==> src/rtl/launch_pulse_chan.sv <==
module launch_pulse_chan #(
  parameter int DLY_W = 4
) (
  input  logic             clk,
  input  logic             rst_n,
  input  logic             wr_en,
  input  logic [DLY_W-1:0] wr_delay,
  input  logic             wr_req,
  input  logic             wr_arm,
  input  logic             wr_single,
  input  logic             ext_start,
  output logic             pulse_out,
  output logic             pend_req,
  output logic             pend_arm
);

  logic [DLY_W-1:0] delay_q, cnt_q;
  logic             single_q, busy_q;

  wire fire      = busy_q && (cnt_q == '0);
  wire req_hit   = wr_en && wr_req;
  wire start_ok  = ext_start && (!single_q || pend_arm);
  wire launch    = !busy_q && (req_hit || start_ok);
  wire [DLY_W-1:0] load_val = wr_en ? wr_delay : delay_q;

  always_ff @(posedge clk) begin
    if (!rst_n) begin
      delay_q  <= '0;
      single_q <= 1'b0;
    end else if (wr_en) begin
      delay_q  <= wr_delay;
      single_q <= wr_single;
    end
  end

  always_ff @(posedge clk) begin
    if (!rst_n) begin
      busy_q <= 1'b0;
      cnt_q  <= '0;
    end else if (launch) begin
      busy_q <= 1'b1;
      cnt_q  <= load_val;
    end else if (fire) begin
      busy_q <= 1'b0;
    end else if (busy_q) begin
      cnt_q  <= cnt_q - 1'b1;
    end
  end

  always_ff @(posedge clk) begin
    if (!rst_n) begin
      pulse_out <= 1'b0;
      pend_req  <= 1'b0;
      pend_arm  <= 1'b0;
    end else begin
      pulse_out <= fire;
      if (fire)        pend_req <= 1'b0;
      else if (wr_en)  pend_req <= wr_req;
      if (fire)                 pend_arm <= 1'b0;
      else if (wr_en && wr_arm) pend_arm <= 1'b1;
    end
  end


  pulse_width_chk: assert property (@(posedge clk) disable iff (!rst_n)
    pulse_out |=> !pulse_out);


  flag_clear_chk: assert property (@(posedge clk) disable iff (!rst_n)
    pulse_out |-> (!pend_req && !pend_arm));


  arm_hold_chk: assert property (@(posedge clk) disable iff (!rst_n)
    $fell(pend_arm) |-> pulse_out);


  pulse_after_count_chk: assert property (@(posedge clk) disable iff (!rst_n)
    $rose(pulse_out) |-> !busy_q);


  no_restart_chk: assert property (@(posedge clk) disable iff (!rst_n)
    (busy_q && cnt_q != '0) |=> (busy_q && cnt_q == $past(cnt_q) - 1'b1));


  unarmed_start_chk: assert property (@(posedge clk) disable iff (!rst_n)
    (!busy_q && single_q && !pend_arm && !wr_en && ext_start) |=> !busy_q);

endmodule

==> config.mk <==
export PLATFORM = sky130hd
export DESIGN_NAME = launch_pulse_chan
export DESIGN_NICKNAME = d
export VERILOG_FILES = /design/src/rtl/launch_pulse_chan.sv
export SDC_FILE = /design/constraint.sdc
export NUM_CORES = 1
export LEC_CHECK = 0
export ABC_AREA = 1
export BUFFER_PORTS_ARGS = -buffer_cell sky130_fd_sc_hd__buf_2
export CAP_MARGIN = 15
export CELL_PAD_IN_SITES_DETAIL_PLACEMENT = 0
export CELL_PAD_IN_SITES_GLOBAL_PLACEMENT = 1
export CORE_ASPECT_RATIO = 0.9
export CORE_MARGIN = 3
export CORE_UTILIZATION = 30
export DETAILED_ROUTE_END_ITERATION = 6
export PLACE_DENSITY_LB_ADDON = 0.1
export SKIP_CTS_REPAIR_TIMING = 1
export SLEW_MARGIN = 5
export SYNTH_ARGS = -nofsm -noshare
export SYNTH_HDL_FRONTEND = slang
export SYNTH_SLANG_ARGS = --single-unit
==> constraint.sdc <==
create_clock -name clk -period 1 [get_ports clk]
set_input_delay 0.05 -clock clk [delete_from_list [all_inputs] [get_ports clk]]
set_output_delay 0.05 -clock clk [all_outputs]
set_load 0.005 [all_outputs]
Word-level counts from Yosys, hierarchy flattened

Cells that the tools add are included.

Add/subtract/negate cells: 1
Equality and inequality tests: 1
Muxes and demuxes: 6
Bitwise operators: 1
Reduce and logical (&&, ||, !) cells: 14

Operator list:

| operator                                         | number |
|---|---|
| 2-to-1 mux 4 bit                                 | 4 |
| logical AND 1 bit                                | 5 |
| logical NOT 4 bit                                | 1 |
| nonzero test 2 bit                               | 2 |
| subtractor 4 x 1 -> 4 bit, second input constant | 1 |
| logical NOT 1 bit                                | 2 |
| logical OR 1 bit                                 | 2 |
| 2-to-1 mux 1 bit                                 | 2 |
| != test 2 x 1 -> 1 bit, second input constant    | 1 |
| AND reduction 2 bit                              | 1 |
| OR reduction 2 bit                               | 1 |
| NOT 1 bit                                        | 1 |

Flip-flop bits (word level): 13
Bits of input ports: 11
Output and inout bits: 3
Word-level logic and storage cells: 30

Logic depth before layout (Yosys ltp)

Word-level depth: 7
Depth in mapped cells: 10
Mapped depth without buffers: 10

Least setup slack after synthesis

Ideal clock, no wire load.

Path type: register -> register
From: reg cnt_q[0]
To: reg cnt_q[1]
Setup time: 0.116 ns
Data arrival time: 1.031 ns
Data required time: 0.884 ns
Setup slack: -0.147 ns
Cell stages (with the launch flop): 9
Path buffers: 0
Clock period less this slack: 1.147 ns
Path through: dfxtp_1 -> inv_1 -> ha_1 -> nand3_1 -> nand2_1 -> o21ai_0 -> nand2_1 -> inv_1 -> nor2_1

Word-level cells in the longest chain between the ends: 4
Elaborated cells on any way between the ends: 8
Those cells by class: add/sub: 1; eq/ne: 1; mux: 3; reduce/logical: 3

RTL lines:

| item                                                                  | line   | source |
|---|---|---|
| start: declaration                                                    | 17     | `logic [DLY_W-1:0] delay_q, cnt_q;` |
| start signal: assignment                                              | 42     | `cnt_q <= load_val;` |
| start signal: assignment                                              | 46     | `cnt_q <= cnt_q - 1'b1;` |
| subtractor 4 x 1 -> 4 bit / logical NOT 4 bit (equally long branches) | 46, 20 |  |
| 2-to-1 mux 4 bit / logical AND 1 bit (equally long branches)          | 45, 20 |  |
| 2-to-1 mux 4 bit / != test 2 x 1 -> 1 bit (equally long branches)     | --     |  |
| 2-to-1 mux 4 bit / AND reduction 2 bit (equally long branches)        | --     |  |

Parallel ways exist; a longest one is shown, timed or not. The select of a mux whose other input is x is not followed.
A chain may end at the register's enable or synchronous reset.

Worst setup path in the final report

From: reg cnt_q[1]
To: reg cnt_q[3]

Same word-level chain as after synthesis.

==> metrics.md <==
| Metric | Value |
|---|---|
| Max FO, Critical Path | 5 |
| Total GRT Usage | 12.0% |
| Asr flop ratio synth | 0% |
| HPWL after DPL | 1.08 mm |
| Fin nets | 124 |
| IO Port Bufs | 13 |
| Hold Fails Final Rpt | 1 |
| Remaining DRCs | 0 |
| Commonest cells in the netlist | nand2_1, dfxtp_1, inv_1, nor2_1, o21ai_0 |
| Global-route wire length before repair | 2.34 mm |
| Crit path launch type | flip-flop |
| Rel. slew slack | 82.5% |
| Worst-Margin Slew | 0.263 ns |
| Most frequent cell after synthesis | nand2_1 |
| Clk_lat worst skew | 0.28 ns |
| Hold Path Cell Cnt | 3 |
| FF-to-FF Start | cnt_q[1]$_SDFFE_PN0P_ |
| CTS tree | done |
| First-pass DRT Iterations | 3 |
| CP Class | reg2reg |
| Core area | 1970 µm² |
| Area leader, netlist | dfxtp_1 |
| PD cells | 1700 nW/µm² |
| Routability cong. | 0.784 |
| Worst Setup End Kind | flip-flop |
| Crit-path cells | inv_4, ha_4, nand3_4, nand2_4, nand2_4, inv_4, nand2_2, a21oi_2 |
| Hold WS | -0.00657 ns |
| H-Tree Depth | 1 |
| Filler cells | 214 |
| Yosys warnings | 0 |
| Wire per inst | 10.2 µm |
| Num rows | 15 |
| EDFF count, synth | 0 |
| Cts bufs inserted | 3 |
| Post-synthesis cell count | 87 |
| RSZ-0062 raised after global routing | true |
| Max clock buf depth | 2 |
| Hold Path Class | in2reg |
| Seq/Total Area, Yosys | 40.5% |
| Crit path largest cell delay | 0.37 ns |
| PnR worst setup slack | -0.111 ns |
| # setup viols final | 4 |
| Fraction of layout cells with a size suffix above 1 | 43.6% |
| Clock Skews | 0.00434 ns |
| Clock Sink Count | 13 |
| R2r setup slk | -0.11 ns |
| Via count | 593 |
| Share of the synthesized area in the top cell type | 40.5% |
| Worst Hold End | single_q$_SDFFE_PN0P_ |
| Top post-synthesis cells by area | dfxtp_1, nand2_1, inv_1, nand2_4, nor2_1 |
| RR Endpoint | cnt_q[3]$_SDFFE_PN0P_ |
| Synthesized flop and latch total | 13 |
| Max_cap viols | 0 |
| Root Buffer | clkbuf_4 |
| Initial antenna violation count | 0 |
| Initial Util | 32.6% |
| Final cell count without fillers | 135 |
| Mapped Area | 642 µm² |
| Die footprint | 2730 µm² |
| Initial DRC Count | 1 |
| Area Overhead vs Synth | 38.0% |
| Vias in the first global route | 576 |
| Failing checks | hold timing, setup timing |
| Detailed-route wire length | 1.38 mm |
| Die X | 54.8 µm |
| Crit path required time | 1.22 ns |
| LEAKAGE | 0.438 nW |
| Worst vdd ir | 0.742 mV |
| DIE HEIGHT | 49.9 µm |
| Total gr overflow | 0 |
| Synthesized net count | 100 |
| Crit path arrival time | 1.33 ns |
| Worst Hold Launch | wr_single |
| Post-placement setup slack | -0.0938 ns |
| Antenna Nets Post-Route | 0 |
| Primary FF master, synth | dfxtp_1 |
| Tcrit/Tclk final | 111% |
| Top Ports | 14 |
| Clk slew on worst S/H paths | 0.08 ns |
| Unique cell type count in the Yosys netlist | 19 |
| Max Fclk | 0.900 GHz |
| FF-to-FF path depth | 8 |
| Syn_area_per_cell | 7.38 µm² |
| Placed Cells | 131 |
| Outcome | complete, but fails checks |
| Min Clock Period, post-route | 1.11 ns |
| Slew Viols, Final | 0 |
| # diodes | 0 |
| CP max stage cell | dfxtp_4 |
| Vias/cell | 4.39 |
| Largest net degree at the start of global routing | 9 |
==> layout by cell type, fill, tap and decap left out, types with 3 or more instances in the layout <==
| cell type | instances |
|---|---|
| dfxtp_1 | 10 |
| buf_4 | 7 |
| buf_2 | 13 |
| nor2_1 | 11 |
| inv_4 | 4 |
| clkbuf_4 | 3 |
| nand2_1 | 15 |
| o21ai_2 | 3 |
| a21oi_2 | 3 |
| nand2_4 | 5 |
| inv_1 | 11 |
| o21ai_1 | 3 |
==> worst max-delay path by stage <==
stage          slack, ns  cells after the start                   from               endpoint
5_1_grt            -0.18                      8  cnt_q[1]$_SDFFE_PN0P_  cnt_q[3]$_SDFFE_PN0P_
3_5_place_dp       -0.09                      8  cnt_q[1]$_SDFFE_PN0P_  cnt_q[1]$_SDFFE_PN0P_
6_report           -0.11                      8  cnt_q[1]$_SDFFE_PN0P_  cnt_q[3]$_SDFFE_PN0P_
2_1_floorplan      -0.01                      8  cnt_q[0]$_SDFFE_PN0P_  cnt_q[2]$_SDFFE_PN0P_
3_3_place_gp       -0.13                      8  cnt_q[1]$_SDFFE_PN0P_  cnt_q[1]$_SDFFE_PN0P_
4_1_cts            -0.11                      8  cnt_q[1]$_SDFFE_PN0P_  cnt_q[1]$_SDFFE_PN0P_
==> report_power, final <==
group | switching [mW] | total (mW) | internal (mW)
combinational | 0.307 | 0.551 | 0.244
clock | 0.178 | 0.333 | 0.155
sequential | 0.0409 | 0.623 | 0.582
==> per-stage QoR <==
stage | util (%) | TNS, ns | hold WS, ns | total power, mW | cell area, µm²
after floorplan | - | -0.0261 | 0.148 | 0.950 | 669
after global placement | 41.0 | -0.422 | 0.271 | 1.10 | 807
after detailed placement | 41.0 | -0.336 | 0.281 | 1.09 | 807
after CTS | 42.3 | -0.413 | -0.0133 | 1.44 | 833
after global routing | 45.0 | -0.789 | 0.0152 | 1.62 | 886
final | 45.0 | -0.375 | -0.00657 | 1.51 | 886
==> worst max-delay path, delay by kind of cell, from the launching register on <==
family | cells | cell delay [ns]
adder cells (fa/ha/maj) | 1 | 0.13
AND/OR/NAND/NOR | 4 | 0.29
buffers and inverters | 2 | 0.14
AO/OA/AOI/OAI | 1 | 0.12
flip-flops | 1 | 0.37
==> state kept, by name, summed over array words and instances, names as in the netlist <==
name / count
pend_req: 1
single_q: 1
pulse_out: 1
busy_q: 1
cnt_q: 4
delay_q: 4
pend_arm: 1
==> layer usage <==
| metal | GRT usage (%) | part of all wire [%] | vias to the layer above | wire length, µm |
|---|---|---|---|---|
| met4 | 7.47 | 1.9 | 0 | 26 |
| met2 | 16.5 | 49 | 8 | 676 |
| met1 | 16.3 | 46 | 263 | 632 |
| li1 | - | - | 318 | - |
| met3 | 2.72 | 3.4 | 4 | 47 |
| met5 | 0 | 0 | - | 0 |
==> area by class of cell <==
class                           instances  area (µm²)  share of cell area [%]
Clock buffer                            4        26.3                    2.97
Multi-Input combinational cell         58         378                    42.7
Timing Repair Buffer                   20         118                    13.3
Tap cell                               25        31.3                    3.53
Sequential cell                        13         267                    30.1
Inverter                               15        66.3                    7.49
==> logic make-up (layout without fill, tap and decap cells) <==
logic type	Yosys count	after routing	synth area share [%]
simple gates	41	41	30.6
buf+inv	16	39	10.9
compound gates	13	13	11.1
flops	13	13	40.5
fa+ha+maj	2	2	3.90
xor+xnor	1	1	1.36
mux	1	1	1.56
(Power assumes the default switching activity.)
